**config.mk**
```make
export PLATFORM = sky130hd
export DESIGN_NAME = rtc_ctl
export DESIGN_NICKNAME = d
export VERILOG_FILES = /design/src/rtl/rtc_pkg.sv /design/src/rtl/rtc_div.sv /design/src/rtl/rtc_time.sv /design/src/rtl/rtc_flags.sv /design/src/rtl/rtc_ctl.sv
export SDC_FILE = /design/constraint.sdc
export NUM_CORES = 1
export LEC_CHECK = 0
export BUFFER_PORTS_ARGS = -buffer_cell sky130_fd_sc_hd__buf_2
export CELL_PAD_IN_SITES_DETAIL_PLACEMENT = 0
export CELL_PAD_IN_SITES_GLOBAL_PLACEMENT = 1
export CORE_MARGIN = 8
export CORE_UTILIZATION = 51
export DETAILED_ROUTE_END_ITERATION = 10
export HOLD_SLACK_MARGIN = 0.08
export PLACE_DENSITY = 0.8
export SLEW_MARGIN = 20
export SYNTH_ARGS = -nofsm -noshare
export SYNTH_HDL_FRONTEND = slang
export SYNTH_SLANG_ARGS = --single-unit
```
**constraint.sdc**
```tcl
create_clock -name clk -period 3.55 [get_ports clk]
set_input_delay 0.71 -clock clk [delete_from_list [all_inputs] [get_ports clk]]
set_output_delay 0.71 -clock clk [all_outputs]
set_load 0.005 [all_outputs]
```
**src/rtl/rtc_pkg.sv**
```systemverilog
`timescale 1ns/1ps
package rtc_pkg;
  localparam int DW    = 8;
  localparam int IDX_W = 6;
  localparam int PC_W  = 15;
  localparam int NF    = 10;

  localparam logic [IDX_W-1:0] IX_SEC  = 6'h00;
  localparam logic [IDX_W-1:0] IX_ASEC = 6'h01;
  localparam logic [IDX_W-1:0] IX_MIN  = 6'h02;
  localparam logic [IDX_W-1:0] IX_AMIN = 6'h03;
  localparam logic [IDX_W-1:0] IX_HR   = 6'h04;
  localparam logic [IDX_W-1:0] IX_AHR  = 6'h05;
  localparam logic [IDX_W-1:0] IX_A    = 6'h0A;
  localparam logic [IDX_W-1:0] IX_B    = 6'h0B;
  localparam logic [IDX_W-1:0] IX_C    = 6'h0C;
  localparam logic [IDX_W-1:0] IX_D    = 6'h0D;

  typedef struct packed {
    logic pf;
    logic af;
    logic uf;
  } flags_t;

  // Encoding of the largest legal value of a field in the active format.
  function automatic logic [DW-1:0] fld_top(input logic [6:0] lim, input logic bin);
    logic [6:0] tens;
    logic [6:0] ones;
    tens = lim / 7'd10;
    ones = lim % 7'd10;
    return bin ? {1'b0, lim} : {tens[3:0], ones[3:0]};
  endfunction

  // Next value of a field, wrapping to zero after its top value.
  function automatic logic [DW-1:0] fld_inc(input logic [DW-1:0] v, input logic [6:0] lim,
                                            input logic bin);
    if (v == fld_top(lim, bin)) return '0;
    if (!bin && v[3:0] >= 4'd9) return {v[7:4] + 4'd1, 4'h0};
    return v + 8'd1;
  endfunction

  // Mask of the periodic counter bits that must all be one to fire.
  function automatic logic [PC_W-1:0] rate_mask(input logic [3:0] rs);
    logic [3:0] e;
    e = (rs == 4'd1 || rs == 4'd2) ? rs + 4'd7 : rs;
    if (e == 4'd0) return '0;
    return PC_W'((32'd1 << (e - 4'd1)) - 32'd1);
  endfunction
endpackage

```
**src/rtl/rtc_div.sv**
```systemverilog
`timescale 1ns/1ps
module rtc_div
  import rtc_pkg::*;
#(
  parameter int SEC_DIV  = 32768,
  parameter int UIP_LEAD = 8
) (
  input  logic       clk,
  input  logic       rst_n,
  input  logic       tick,
  input  logic [2:0] dv,
  input  logic [3:0] rs,
  input  logic       halt,
  output logic       sec_evt,
  output logic       per_evt,
  output logic       uip
);
  localparam int PH_W = $clog2(SEC_DIV);
  localparam logic [PH_W-1:0] PH_LAST = PH_W'(SEC_DIV - 1);
  localparam logic [PH_W-1:0] PH_UIP  = PH_W'(SEC_DIV - UIP_LEAD);

  logic            run;
  logic            clr;
  logic [PH_W-1:0] ph;
  logic [PC_W-1:0] pc;
  logic [PC_W-1:0] mask;

  assign run  = (dv == 3'b010);
  assign clr  = (dv[2:1] == 2'b11);
  assign mask = rate_mask(rs);

  always_ff @(posedge clk) begin
    if (!rst_n || clr) begin
      ph <= '0;
      pc <= '0;
    end else if (run && tick) begin
      ph <= (ph == PH_LAST) ? '0 : ph + 1'b1;
      pc <= pc + 1'b1;
    end
  end

  assign per_evt = run && tick && (rs != 4'd0) && ((pc & mask) == mask);
  assign sec_evt = run && tick && !halt && (ph == PH_LAST);
  assign uip     = run && !halt && (ph >= PH_UIP);
endmodule

```
**src/rtl/rtc_time.sv**
```systemverilog
`timescale 1ns/1ps
module rtc_time
  import rtc_pkg::*;
(
  input  logic             clk,
  input  logic             rst_n,
  input  logic             wr_en,
  input  logic [IDX_W-1:0] wr_idx,
  input  logic [DW-1:0]    wr_data,
  input  logic [IDX_W-1:0] rd_idx,
  input  logic             sec_evt,
  input  logic             bin,
  output logic [DW-1:0]    rd_val,
  output logic             alarm_evt
);
  logic [DW-1:0] tf [NF];
  logic [DW-1:0] s_n, m_n, h_n, nm, nh;
  logic          c_s, c_m;

  assign c_s = (tf[IX_SEC[3:0]] == fld_top(7'd59, bin));
  assign c_m = (tf[IX_MIN[3:0]] == fld_top(7'd59, bin));
  assign s_n = fld_inc(tf[IX_SEC[3:0]], 7'd59, bin);
  assign m_n = fld_inc(tf[IX_MIN[3:0]], 7'd59, bin);
  assign h_n = fld_inc(tf[IX_HR[3:0]], 7'd23, bin);
  assign nm  = c_s ? m_n : tf[IX_MIN[3:0]];
  assign nh  = (c_s && c_m) ? h_n : tf[IX_HR[3:0]];

  assign alarm_evt = sec_evt && (s_n == tf[IX_ASEC[3:0]]) &&
                     (nm == tf[IX_AMIN[3:0]]) && (nh == tf[IX_AHR[3:0]]);

  always_ff @(posedge clk) begin
    if (!rst_n) begin
      for (int i = 0; i < NF; i++) tf[i] <= '0;
    end else begin
      if (sec_evt) begin
        tf[IX_SEC[3:0]] <= s_n;
        tf[IX_MIN[3:0]] <= nm;
        tf[IX_HR[3:0]]  <= nh;
      end
      if (wr_en && wr_idx < IDX_W'(NF)) tf[wr_idx[3:0]] <= wr_data;
    end
  end

  assign rd_val = (rd_idx < IDX_W'(NF)) ? tf[rd_idx[3:0]] : '0;
endmodule

```
**src/rtl/rtc_flags.sv**
```systemverilog
`timescale 1ns/1ps
module rtc_flags
  import rtc_pkg::*;
(
  input  logic   clk,
  input  logic   rst_n,
  input  logic   per_evt,
  input  logic   alarm_evt,
  input  logic   upd_evt,
  input  logic   clr_rd,
  input  flags_t en,
  output flags_t fl,
  output logic   irqf
);
  always_ff @(posedge clk) begin
    if (!rst_n) begin
      fl <= '0;
    end else begin
      fl.pf <= per_evt   | (fl.pf & ~clr_rd);
      fl.af <= alarm_evt | (fl.af & ~clr_rd);
      fl.uf <= upd_evt   | (fl.uf & ~clr_rd);
    end
  end

  assign irqf = |(fl & en);
endmodule

```
**src/rtl/rtc_ctl.sv**
```systemverilog
`timescale 1ns/1ps
module rtc_ctl
  import rtc_pkg::*;
#(
  parameter int SEC_DIV  = 32768,
  parameter int UIP_LEAD = 8
) (
  input  logic          clk,
  input  logic          rst_n,
  input  logic          tick_32k,
  input  logic          idx_wr,
  input  logic          data_wr,
  input  logic          data_rd,
  input  logic [DW-1:0] bus_wdata,
  output logic [DW-1:0] bus_rdata,
  output logic          irq
);
  logic [IDX_W-1:0] idx_q;
  logic [2:0]       dv_q;
  logic [3:0]       rs_q;
  logic [DW-1:0]    regb;
  logic             halt;
  logic             sec_evt, per_evt, uip, alarm_evt, c_rd, irqf;
  logic [DW-1:0]    fld_rd;
  flags_t           fl, en;
  logic [2:0]       fl_bits;

  assign halt    = regb[7];
  assign en      = '{pf: regb[6], af: regb[5], uf: regb[4]};
  assign c_rd    = data_rd && (idx_q == IX_C);
  assign fl_bits = fl;

  always_ff @(posedge clk) begin
    if (!rst_n) begin
      idx_q <= '0;
      dv_q  <= 3'b010;
      rs_q  <= 4'b0110;
      regb  <= 8'h02;
    end else begin
      if (idx_wr) idx_q <= bus_wdata[IDX_W-1:0];
      if (data_wr && idx_q == IX_A) begin
        dv_q <= bus_wdata[6:4];
        rs_q <= bus_wdata[3:0];
      end
      if (data_wr && idx_q == IX_B) regb <= bus_wdata;
    end
  end

  rtc_div #(.SEC_DIV(SEC_DIV), .UIP_LEAD(UIP_LEAD)) u_div (
    .clk(clk), .rst_n(rst_n), .tick(tick_32k), .dv(dv_q), .rs(rs_q), .halt(halt),
    .sec_evt(sec_evt), .per_evt(per_evt), .uip(uip)
  );

  rtc_time u_time (
    .clk(clk), .rst_n(rst_n), .wr_en(data_wr), .wr_idx(idx_q), .wr_data(bus_wdata),
    .rd_idx(idx_q), .sec_evt(sec_evt), .bin(regb[2]), .rd_val(fld_rd),
    .alarm_evt(alarm_evt)
  );

  rtc_flags u_flags (
    .clk(clk), .rst_n(rst_n), .per_evt(per_evt), .alarm_evt(alarm_evt),
    .upd_evt(sec_evt), .clr_rd(c_rd), .en(en), .fl(fl), .irqf(irqf)
  );

  assign irq = irqf;

  always_comb begin
    case (idx_q)
      IX_A:    bus_rdata = {uip, dv_q, rs_q};
      IX_B:    bus_rdata = regb;
      IX_C:    bus_rdata = {irqf, fl.pf, fl.af, fl.uf, 4'b0000};
      IX_D:    bus_rdata = 8'h80;
      default: bus_rdata = fld_rd;
    endcase
  end
endmodule

```
======== After elaboration in Yosys (flattened, before gate mapping) ========
Memory sizes are Yosys's and may differ from the RTL's. A register that Yosys moved wholly into a read port is not among the register bits.
Cells that the tools add are included.
cells by class
  $add $sub $neg .......................... 11
  $lt $le $gt $ge ......................... 5
  eq/ne operators ......................... 18
  shift operators ......................... 1
  mux-type cells .......................... 47
  bitwise logic cells ..................... 18
  reduce and logical (&&, ||, !) cells .... 27
operators with widths
  cell                   count
  $mux 8                 19
  $eq 8x8->1             6
  $mux 15                3
  $pmux 8 s4             1
  $add 15x1->15 const B  2
  $add 8x1->8 const B    3
  $eq 6x4->1 const B     4
  $logic_and 1x1->1      18
  $mux 1                 18
  $mux 4                 4
  $and 15x15->15         1
  $eq 15x15->1           1
  $eq 15x15->1 const B   1
  $ge 15x15->1 const B   1
  $shl 1x4->15 const A   1
  $sub 15x1->15 const B  1
  $add 4x1->4 const B    3
  $ge 4x4->1 const B     3
  $eq 4x4->1 const A     2
  $reduce_or 8->1        1
  $and 1x1->1            7
  $mux 7                 1
  $lt 6x4->1 const B     1
  $mux 6                 1
  14 further kinds       24
word-level totals
  flip-flop bits (word level) ............. 54
  bits in writable memories ............... 80
  input bits .............................. 14
  memories ................................ 1
memory list
  name       words  width  rd ports  clocked after memory_dff  wr ports  line            text
  u_time.tf  10     8      7         1                         10        rtc_time.sv:16  logic [DW-1:0] tf [NF];

======== Depth between registers and ports, before layout ========
Gate-level depths: netlist of run 1.
An unclocked memory read counts as a cell.
  depth in word-level cells ............... 12
  depth in mapped cells ................... 15

======== Hierarchy ========
From an unflattened synthesis of run 1, not the netlist that was laid out.
second synthesis, totals
  cell total of the unflattened synthesis .. 962
  area, all modules ....................... 9034.9 µm²
modules (own cells, without submodules)
  module     times used  cells each  area each (µm²)
  rtc_time   1           528         5482.8
  rtc_div    1           305         2337.2
  rtc_ctl    1           118         1099.8
  rtc_flags  1           11          115.1

======== Worst setup path before layout of run 1 ========
Ideal clock, no wire load.
  path type ............................... register to register
  start point ............................. reg rs_q[0]
  end point ............................... reg u_flags.fl[2] (netlist name)
  data arrival time ....................... 3.109 ns
  path slack .............................. 0.366 ns
  stages on the path, launching flop included .. 16
  path buffers ............................ 3
  period minus slack after synthesis ...... 3.184 ns
  path through ............................ dfxtp_1 -> clkbuf_1 -> inv_1 -> ha_1 -> or2_2 -> a31oi_1 -> clkbuf_1 -> nand4_1 -> ha_1 -> clkbuf_1 -> inv_1 -> a21oi_1 -> nor2_1 -> nor3_1 -> or4_1 -> o22ai_1
on the way
  cells in the longest elaborated chain, start to end .. 11
  elaborated cells between the ends (all ways) .. 17
  those cells by class .................... 3 x add/sub; 3 x eq/ne; 1 x shift; 3 x mux; 2 x bitwise; 5 x reduce/logical
RTL lines
  item                                                                   line             text
  start: declaration                                                     rtc_ctl.sv:20    logic [3:0] rs_q;
  start signal: assignment                                               rtc_ctl.sv:43    rs_q <= bus_wdata[3:0];
  parallel branches: the longest is 9 deep, another holds $sub 15x1->15  n/a
  $logic_and 1x1->1 (*)                                                  rtc_div.sv:42    assign per_evt = run && tick && (rs != 4'd0) && ((pc & mask) == mask);
  $or 1x1->1 (*)                                                         rtc_flags.sv:19  fl.pf <= per_evt | (fl.pf & ~clr_rd);
Mark *: on every way between the ends.
A chain may end at the register's enable or synchronous reset.

==> flow_metrics.env, run 1 <==
export IMPL_num_vias=8479
export IMPL_async_flop_share=0
export IMPL_wl_per_cell_um=22.4
export IMPL_end_kind="output port"
export IMPL_clockBufferDepth=2
export IMPL_final_area_um2=12000
export IMPL_preCtsSetupSlack_ns=0.380
export IMPL_rows=52
export IMPL_hold_depth=2
export IMPL_cts_tree="done"
export IMPL_layout_cells_non_filler=1367
export IMPL_timing_rr_end="u_flags.fl[1]"
export IMPL_synth_area_um2=10600
export IMPL_rr_worst_depth=9
export IMPL_antenna_found_initial=0
export IMPL_cap_violations=0
export IMPL_syn2layout_area_growth_pct=13.8
export IMPL_overflow=0
export IMPL_drt_wl_total_mm=30.6
export IMPL_ys_seq_area_frac=0.473
export IMPL_grt_first_pass_wirelength_mm=47.5
export IMPL_fmax_mhz=288
export IMPL_r2r_slack_ns=0.33
export IMPL_cts_sinks=186
export IMPL_p_per_area_nw_per_um2=420
export IMPL_fin_crit_sh=0.979
export IMPL_first_iter_violations=1026
export IMPL_hpwl_mm=22.1
export IMPL_cts_root_buffer="clkbuf_16"
export IMPL_dpl_instance_area_um2=11400
export IMPL_timing_critical_path_arrival_ns=2.77
export IMPL_tns_ns=0
export IMPL_die_width_um=160
export IMPL_postCtsSetupBuffers=0
export IMPL_grt_setup_unrepaired="false"
export IMPL_maxSlewViolCount=0
export IMPL_cts_made_buffers=17
export IMPL_fillers=1740
export IMPL_finalHoldWorstSlack_ns=0.478
export IMPL_whs_endpoint="u_div.ph[1]"
export IMPL_yosysWarnings=0
export IMPL_antennaDiodeCount=0
export IMPL_peakVddDrop_mv=0.406
export IMPL_dp_cells=1335
export IMPL_firstDrtPassIters=6
export IMPL_coreArea_um2=20300
export IMPL_start_kind="register"
export IMPL_timing_rr_start="u_time.tf[4][1]"
export IMPL_multi_input_area_um2=5400
export IMPL_p_leak_nw=4.43
export IMPL_path_max_fanout=5
export IMPL_syn_avg_cell_area_um2=10.6
export IMPL_seq_area_um2=5010
export IMPL_hold_buffers=0
export IMPL_nets=1118
export IMPL_path_class="reg -> out"
export IMPL_finalHoldViolations=0
export IMPL_vias_per_cell=6.20
export IMPL_synth_ff_type="edfxtp_1"
export IMPL_die_height_um=160
export IMPL_worstMarginPinSlew_ns=0.844
export IMPL_globalplace_congestion=0.974
export IMPL_period_minus_slack_ns=3.48
export IMPL_fin_worst_skew_ns=0.0124
export IMPL_slew_headroom=0.436
export IMPL_min_path_type="reg -> reg"
export IMPL_drc=0
export IMPL_grt_max_degree=23
export IMPL_clk_latency_ns=0.44
export IMPL_hp_start="u_div.ph[1]"
export IMPL_setup_violations_final=0
export IMPL_grt_pass1_vias=7964
export IMPL_die_area_um2=25600
export IMPL_cts_htree_levels=4
export IMPL_synth_cells=1001
export IMPL_ant_nets=0
export IMPL_drive_above_1_share=0.155
export IMPL_synthDistinctLibCells=79
export IMPL_outcome="finished clean"
export IMPL_finalCoreUtilization=0.593
export IMPL_grt_usage=0.238
export IMPL_ctsResizeCount=0
export IMPL_io_pins=23
export IMPL_cp_required_ns=2.84
export IMPL_cts_clk_slew_worst_paths_ns=0.08
export IMPL_p_total_mw=5.06
export IMPL_initial_core_util=0.521
export IMPL_finalWorstSetupSlack_ns=0.0743
export IMPL_synth_seq_cells=186
export IMPL_io_buffers=22
export IMPL_synth_edf_count=128
## where the power goes
part           switching, mW  internal (mW)
combinational          0.293          0.212
sequential            0.0870           2.41
clock                  0.958           1.09
total                   1.34           3.72
## Yosys cell counts (29+ instances only)
cell type | number | area, um^2
edfxtp_1 | 128 | 3840
nor2_1 | 85 | 319
nand2_1 | 84 | 315
dfxtp_1 | 58 | 1160
clkbuf_1 | 53 | 199
o21ai_0 | 53 | 265
and2_1 | 51 | 319
mux4_2 | 40 | 901
a21oi_1 | 39 | 195
nand3_1 | 38 | 190
inv_1 | 29 | 109
## critical path: stages (launching register included)
cell and delay [ns]:
edfxtp_1 0.55, mux4_2 0.57, mux4_2 0.50, a222oi_1 0.40, o31ai_1 0.14, buf_2 0.16
## routing by layer
| metal | vias to the layer above | global-route usage | part of all wire |
|---|---|---|---|
| li1 | 3892 | - | - |
| met1 | 4131 | 0.330 | 0.43 |
| met2 | 403 | 0.380 | 0.46 |
| met3 | 53 | 0.0342 | 0.080 |
| met4 | 0 | 0.0769 | 0.025 |
| met5 | - | 0 | 0 |
## worst max path at each step
stage / startpoint / end / slack [ns]
6_report: u_time.tf[3][7] / bus_rdata[7] / 0.07
5_1_grt: register / bus_rdata[7] / 0.002
4_1_cts: register / bus_rdata[4] / 0.04
3_5_place_dp: u_time.tf[0][1] / u_flags.fl[1] / 0.38
3_3_place_gp: u_time.tf[4][1] / u_flags.fl[1] / 0.45
2_1_floorplan: rs_q[0] / u_flags.fl[2] / 0.37
## area by class of cell
cell class                      instances  area share
Multi-Input combinational cell        771       0.449
Sequential cell                       186       0.416
Timing Repair Buffer                   79      0.0450
Clock buffer                           17      0.0354
Tap cell                              270      0.0281
Clock inverter                         15      0.0179
Inverter                               29     0.00905
## flip-flops by register name (all words and copies together), names as in the netlist, named ones only
register,flops
idx_q,6
regb,8
u_flags.fl,3
dv_q,3
u_div.ph,15
u_div.pc,15
u_time.tf,128
rs_q,4
## cell usage in the layout (no fill, tap or decap), drive strengths merged, types with 36 or more instances in the layout
master  instances
nand3          38
edfxtp        128
o21ai          53
a21oi          39
dfxtp          58
conb           49
nand2          85
mux4           40
nor2           85
and2           52
inv            36
buf            79
## logic make-up after synthesis
logic type | synth area share
mux | 0.110
simple gates | 0.186
buf+inv | 0.0331
fa+ha+maj | 0.0237
flops | 0.473
xor+xnor | 0.0364
other cells | 0.000710
compound gates | 0.137
(Power assumes the default switching activity.)
==> run 2, diff against run 1 <==
- clock period: 3.55 -> 3.8 ns (I/O delays scaled with it)
==> run 2 against run 1 <==
  * Global-route usage shrank 0.42 points
  * Sequential share of layout area grew 0.62 points
  * First-iteration DRC count shrank 19%
  * Core utilization shrank 0.87 points
  * Critical path depth is the same
  * Total power shrank 9.3%
  * Count of clock-buffer cells in the layout grew 1
  * Die area is the same
  * Clock skew grew 0.016 ns
  * Combinational power shrank 10%
  * Cell count shrank 1.2%
  * Routed wire length shrank 1.7%
  * Critical path type unchanged
==> flow_metrics.env, run 2 (synthesis gave the netlist of run 1 again) <==
export IMPL_vias_per_cell=6.16
export IMPL_antennaDiodeCount=0
export IMPL_largest_reg_flops=128
export IMPL_drt_wl_total_mm=30.1
export IMPL_cts_made_buffers=17
export IMPL_finalHoldViolations=0
export IMPL_outcome="finished clean"
export IMPL_top_regs="u_time.tf (128), u_div.pc (15), u_div.ph (15)"
export IMPL_initial_core_util=0.521
export IMPL_clockBufferDepth=2
export IMPL_p_total_mw=4.59
export IMPL_seq_power_share=0.511
export IMPL_min_path_type="reg -> reg"
export IMPL_cp_required_ns=3.04
export IMPL_globalplace_congestion=0.978
export IMPL_period_minus_slack_ns=3.64
export IMPL_nets=1101
export IMPL_grt_first_pass_wirelength_mm=46.5
export IMPL_ctsResizeCount=0
export IMPL_ant_nets=0
export IMPL_maxSlewViolCount=0
export IMPL_seq_area_um2=5010
export IMPL_rows=52
export IMPL_fin_worst_skew_ns=0.0289
export IMPL_tns_ns=0
export IMPL_start_kind="register"
export IMPL_coreArea_um2=20300
export IMPL_multi_input_area_um2=5400
export IMPL_hold_depth=2
export IMPL_grt_max_degree=23
export IMPL_timing_rr_start="u_time.tf[4][0]"
export IMPL_syn2layout_area_growth_pct=12.1
export IMPL_fillers=1708
export IMPL_path_class="reg -> out"
export IMPL_setup_violations_final=0
export IMPL_cts_root_buffer="clkbuf_16"
export IMPL_peakVddDrop_mv=0.506
export IMPL_hp_start="u_div.ph[1]"
export IMPL_wl_per_cell_um=22.3
export IMPL_die_height_um=160
export IMPL_hpwl_mm=21.3
export IMPL_r2r_slack_ns=0.46
export IMPL_grt_setup_unrepaired="false"
export IMPL_io_buffers=22
export IMPL_timing_critical_path_arrival_ns=2.88
export IMPL_hold_buffers=0
export IMPL_antenna_found_initial=0
export IMPL_p_per_area_nw_per_um2=387
export IMPL_drive_above_1_share=0.141
export IMPL_firstDrtPassIters=8
export IMPL_num_vias=8310
export IMPL_grt_pass1_vias=7880
export IMPL_finalHoldWorstSlack_ns=0.485
export IMPL_p_leak_nw=4.32
export IMPL_first_iter_violations=836
export IMPL_timing_rr_end="u_flags.fl[1]"
export IMPL_swShare=0.272
export IMPL_postCtsSetupBuffers=0
export IMPL_dpl_instance_area_um2=11300
export IMPL_top_register="u_time.tf"
export IMPL_rr_worst_depth=9
export IMPL_overflow=0
export IMPL_clk_latency_ns=0.44
export IMPL_end_kind="output port"
export IMPL_die_width_um=160
export IMPL_combPwrFrac=0.099
export IMPL_p_int_mw=3.34
export IMPL_layout_common_cells="128 x edfxtp_1, 85 x nor2_1, 84 x nand2_1"
export IMPL_netSwitchingPower_mw=1.25
export IMPL_slew_headroom=0.325
export IMPL_cts_sinks=186
export IMPL_cts_tree="done"
export IMPL_grt_usage=0.234
export IMPL_io_pins=23
export IMPL_path_max_fanout=11
export IMPL_cap_violations=0
export IMPL_cts_htree_levels=4
export IMPL_die_area_um2=25600
export IMPL_finalCoreUtilization=0.584
export IMPL_final_area_um2=11900
export IMPL_fin_crit_sh=0.959
export IMPL_drc=0
export IMPL_worstMarginPinSlew_ns=0.996
export IMPL_mostFrequentLayoutCell="edfxtp_1"
export IMPL_cts_clk_slew_worst_paths_ns=0.08
export IMPL_whs_endpoint="u_div.ph[1]"
export IMPL_pwr_share_clk=0.390
export IMPL_fmax_mhz=274
run 2: power groups by stage:
stage,clock (mW),sequential (mW),combinational (mW)
2_1_floorplan,0,2.33,0.315
3_5_place_dp,0,2.39,0.446
5_1_grt,1.90,2.35,0.488
3_3_place_gp,0,2.38,0.444
6_report,1.79,2.34,0.454
4_1_cts,1.82,2.34,0.449
run 2: worst max-delay path by stage:
stage	depth (start not counted)	startpoint	slack (ns)	to
CTS	6	register	0.13	bus_rdata[6]
global route	5	register	0.01	bus_rdata[7]
floorplan	6	register	0.58	bus_rdata[7]
detailed placement	9	u_time.tf[4][0]	0.55	u_flags.fl[1]
finish	5	register	0.16	bus_rdata[7]
global placement	9	u_time.tf[4][0]	0.51	u_flags.fl[1]
run 2: per-layer routing:
layer | global-route usage | vias to the layer above | wire length (um)
li1 | - | 3874 | -
met1 | 0.319 | 3979 | 13000
met2 | 0.362 | 397 | 13700
met3 | 0.0434 | 60 | 2340
met4 | 0.0973 | 0 | 1040
met5 | 0 | - | 0
run 2: metrics by stage:
stage | instances | setup slack [ns]
6_report | 1350 | 0.156
5_1_grt | 1350 | 0.0127
4_1_cts | 1350 | 0.129
3_5_place_dp | 1318 | 0.554
3_3_place_gp | 1318 | 0.509
2_1_floorplan | 1048 | 0.584
run 2: critical path, stage by stage (launching register included):
cell	delay, ns
dfxtp_2	0.58
mux4_2	0.61
mux4_2	0.49
a222oi_1	0.43
o31ai_1	0.16
buf_2	0.17
run 2: cell type report:
type | instances | share of cell area
Tap cell | 270 | 0.0285
Clock inverter | 14 | 0.0137
Multi-Input combinational cell | 771 | 0.455
Clock buffer | 18 | 0.0362
Inverter | 29 | 0.00918
Timing Repair Buffer | 62 | 0.0349
Sequential cell | 186 | 0.422
==> run 3, diff against run 2 <==
- REMOVE_ABC_BUFFERS: default -> 1
==> run 3 against run 2 <==
  * Combinational power is essentially flat
  * Clock skew shrank 0.0068 ns
  * Sequential share of layout area shrank 0.090 points
  * Via count grew 0.57%
  * Worst setup slack gained 0.073 ns
  * Critical endpoint unchanged
  * Non-clock buffer count shrank 2
  * Critical path depth is the same
  * Hold slack gained 0.0036 ns
  * Flip-flop and latch count is the same
  * Largest cell class unchanged
==> flow_metrics.env, run 3 (synthesis gave the netlist of run 1 again) <==
export IMPL_postCtsSetupBuffers=0
export IMPL_io_buffers=22
export IMPL_firstDrtPassIters=5
export IMPL_period_minus_slack_ns=3.57
export IMPL_drive_above_1_share=0.141
export IMPL_largest_reg_flops=128
export IMPL_hold_buffers=0
export IMPL_use_met1=0.310
export IMPL_peakVddDrop_mv=0.325
export IMPL_whs_endpoint="u_div.ph[1]"
export IMPL_nets=1099
export IMPL_timing_critical_path_arrival_ns=2.81
export IMPL_end_kind="output port"
export IMPL_syn2layout_area_growth_pct=12.4
export IMPL_cts_made_buffers=17
export IMPL_cts_htree_levels=4
export IMPL_hold_depth=2
export IMPL_cap_violations=0
export IMPL_cts_sinks=186
export IMPL_vias_per_cell=6.20
export IMPL_tns_ns=0
export IMPL_use_met2=0.382
export IMPL_top_regs="u_time.tf (128), u_div.pc (15), u_div.ph (15)"
export IMPL_cts_root_buffer="clkbuf_16"
export IMPL_grt_usage=0.238
export IMPL_dpl_instance_area_um2=11300
export IMPL_p_leak_nw=4.34
export IMPL_maxSlewViolCount=0
export IMPL_fin_worst_skew_ns=0.0221
export IMPL_io_pins=23
export IMPL_grt_max_degree=23
export IMPL_antenna_found_initial=0
export IMPL_finalHoldWorstSlack_ns=0.489
export IMPL_timing_rr_end="u_flags.fl[2]"
export IMPL_cts_tree="done"
export IMPL_rr_worst_depth=12
export IMPL_outcome="finished clean"
export IMPL_die_width_um=160
export IMPL_coreArea_um2=20300
export IMPL_start_kind="register"
export IMPL_rows=52
export IMPL_path_max_fanout=11
export IMPL_drt_wl_total_mm=30.5
export IMPL_first_iter_violations=949
export IMPL_p_per_area_nw_per_um2=391
export IMPL_worstMarginPinSlew_ns=0.845
export IMPL_globalplace_congestion=0.944
export IMPL_grt_first_pass_wirelength_mm=47.4
export IMPL_min_path_type="reg -> reg"
export IMPL_antennaDiodeCount=0
export IMPL_num_vias=8357
export IMPL_final_area_um2=11900
export IMPL_ant_nets=0
export IMPL_top_usage_layer="met2"
export IMPL_cp_required_ns=3.04
export IMPL_finalHoldViolations=0
export IMPL_slew_headroom=0.433
export IMPL_path_class="reg -> out"
export IMPL_wl_per_cell_um=22.6
export IMPL_drc=0
export IMPL_grt_use_met3=0.0584
export IMPL_grt_setup_unrepaired="false"
export IMPL_setup_violations_final=0
export IMPL_cts_clk_slew_worst_paths_ns=0.08
export IMPL_hpwl_mm=21.8
export IMPL_timing_rr_start="rs_q[0]"
export IMPL_layout_common_cells="128 x edfxtp_1, 85 x nor2_1, 84 x nand2_1"
export IMPL_clockBufferDepth=2
export IMPL_fmax_mhz=280
export IMPL_clk_latency_ns=0.44
export IMPL_fin_crit_sh=0.940
export IMPL_initial_core_util=0.521
export IMPL_grt_pass1_vias=8036
export IMPL_hp_start="u_div.ph[1]"
export IMPL_mostFrequentLayoutCell="edfxtp_1"
export IMPL_r2r_slack_ns=0.33
export IMPL_top_register="u_time.tf"
export IMPL_die_area_um2=25600
export IMPL_die_height_um=160
export IMPL_overflow=0
==> run 3: critical path, stage by stage (launching register included) <==
cell and delay (ns):
dfxtp_1 0.75, mux4_2 0.45, mux4_2 0.49, a222oi_1 0.35
o31ai_1 0.17, buf_2 0.16
==> run 3: through the flow <==
| step | instances | utilization | setup slack (ns) | total power [mW] |
|---|---|---|---|---|
| final | 1348 | 0.586 | 0.228 | 4.64 |
| after global routing | 1348 | 0.586 | 0.0103 | 4.79 |
| after CTS | 1348 | 0.586 | 0.0758 | 4.67 |
| after detailed placement | 1316 | 0.555 | 0.471 | 2.84 |
| after global placement | 1316 | 0.555 | 0.468 | 2.83 |
| after floorplan | 986 | - | 0.136 | 2.63 |
==> run 3: timing repair <==
action	4_1_cts	5_1_grt
endpoints found under the setup margin	0	1
gates resized for setup	0	1
hold endpoints to repair	0	0
==> run 3: power by group <==
part / internal, mW / switching (mW)
sequential: 2.26 / 0.0910
combinational: 0.190 / 0.262
clock: 0.940 / 0.905
==> run 3: cell type report <==
class	count	area [um^2]
clock inverters	14	171
clock buffers	18	450
inverters	29	109
repair buffers	60	408
fillers	1784	8410
well taps	270	338
flip-flops and latches	186	5010
multi-input cells	771	5400
==> run 3: routing by layer <==
metal | share of wire | vias up
met2 | 0.47 | 378
met1 | 0.42 | 4063
met4 | 0.029 | 0
met3 | 0.085 | 63
met5 | 0 | -
li1 | - | 3853
==> run 3: how the worst max path moves through the flow <==
stage                        start  depth (start not counted)       endpoint  slack, ns
after floorplan           register                          4   bus_rdata[7]       0.14
after global placement    register                          5   bus_rdata[7]       0.47
after detailed placement   rs_q[0]                         12  u_flags.fl[2]       0.47
after CTS                 register                          5   bus_rdata[7]       0.08
after global routing      register                          5   bus_rdata[7]       0.01
final                     register                          5   bus_rdata[7]       0.23
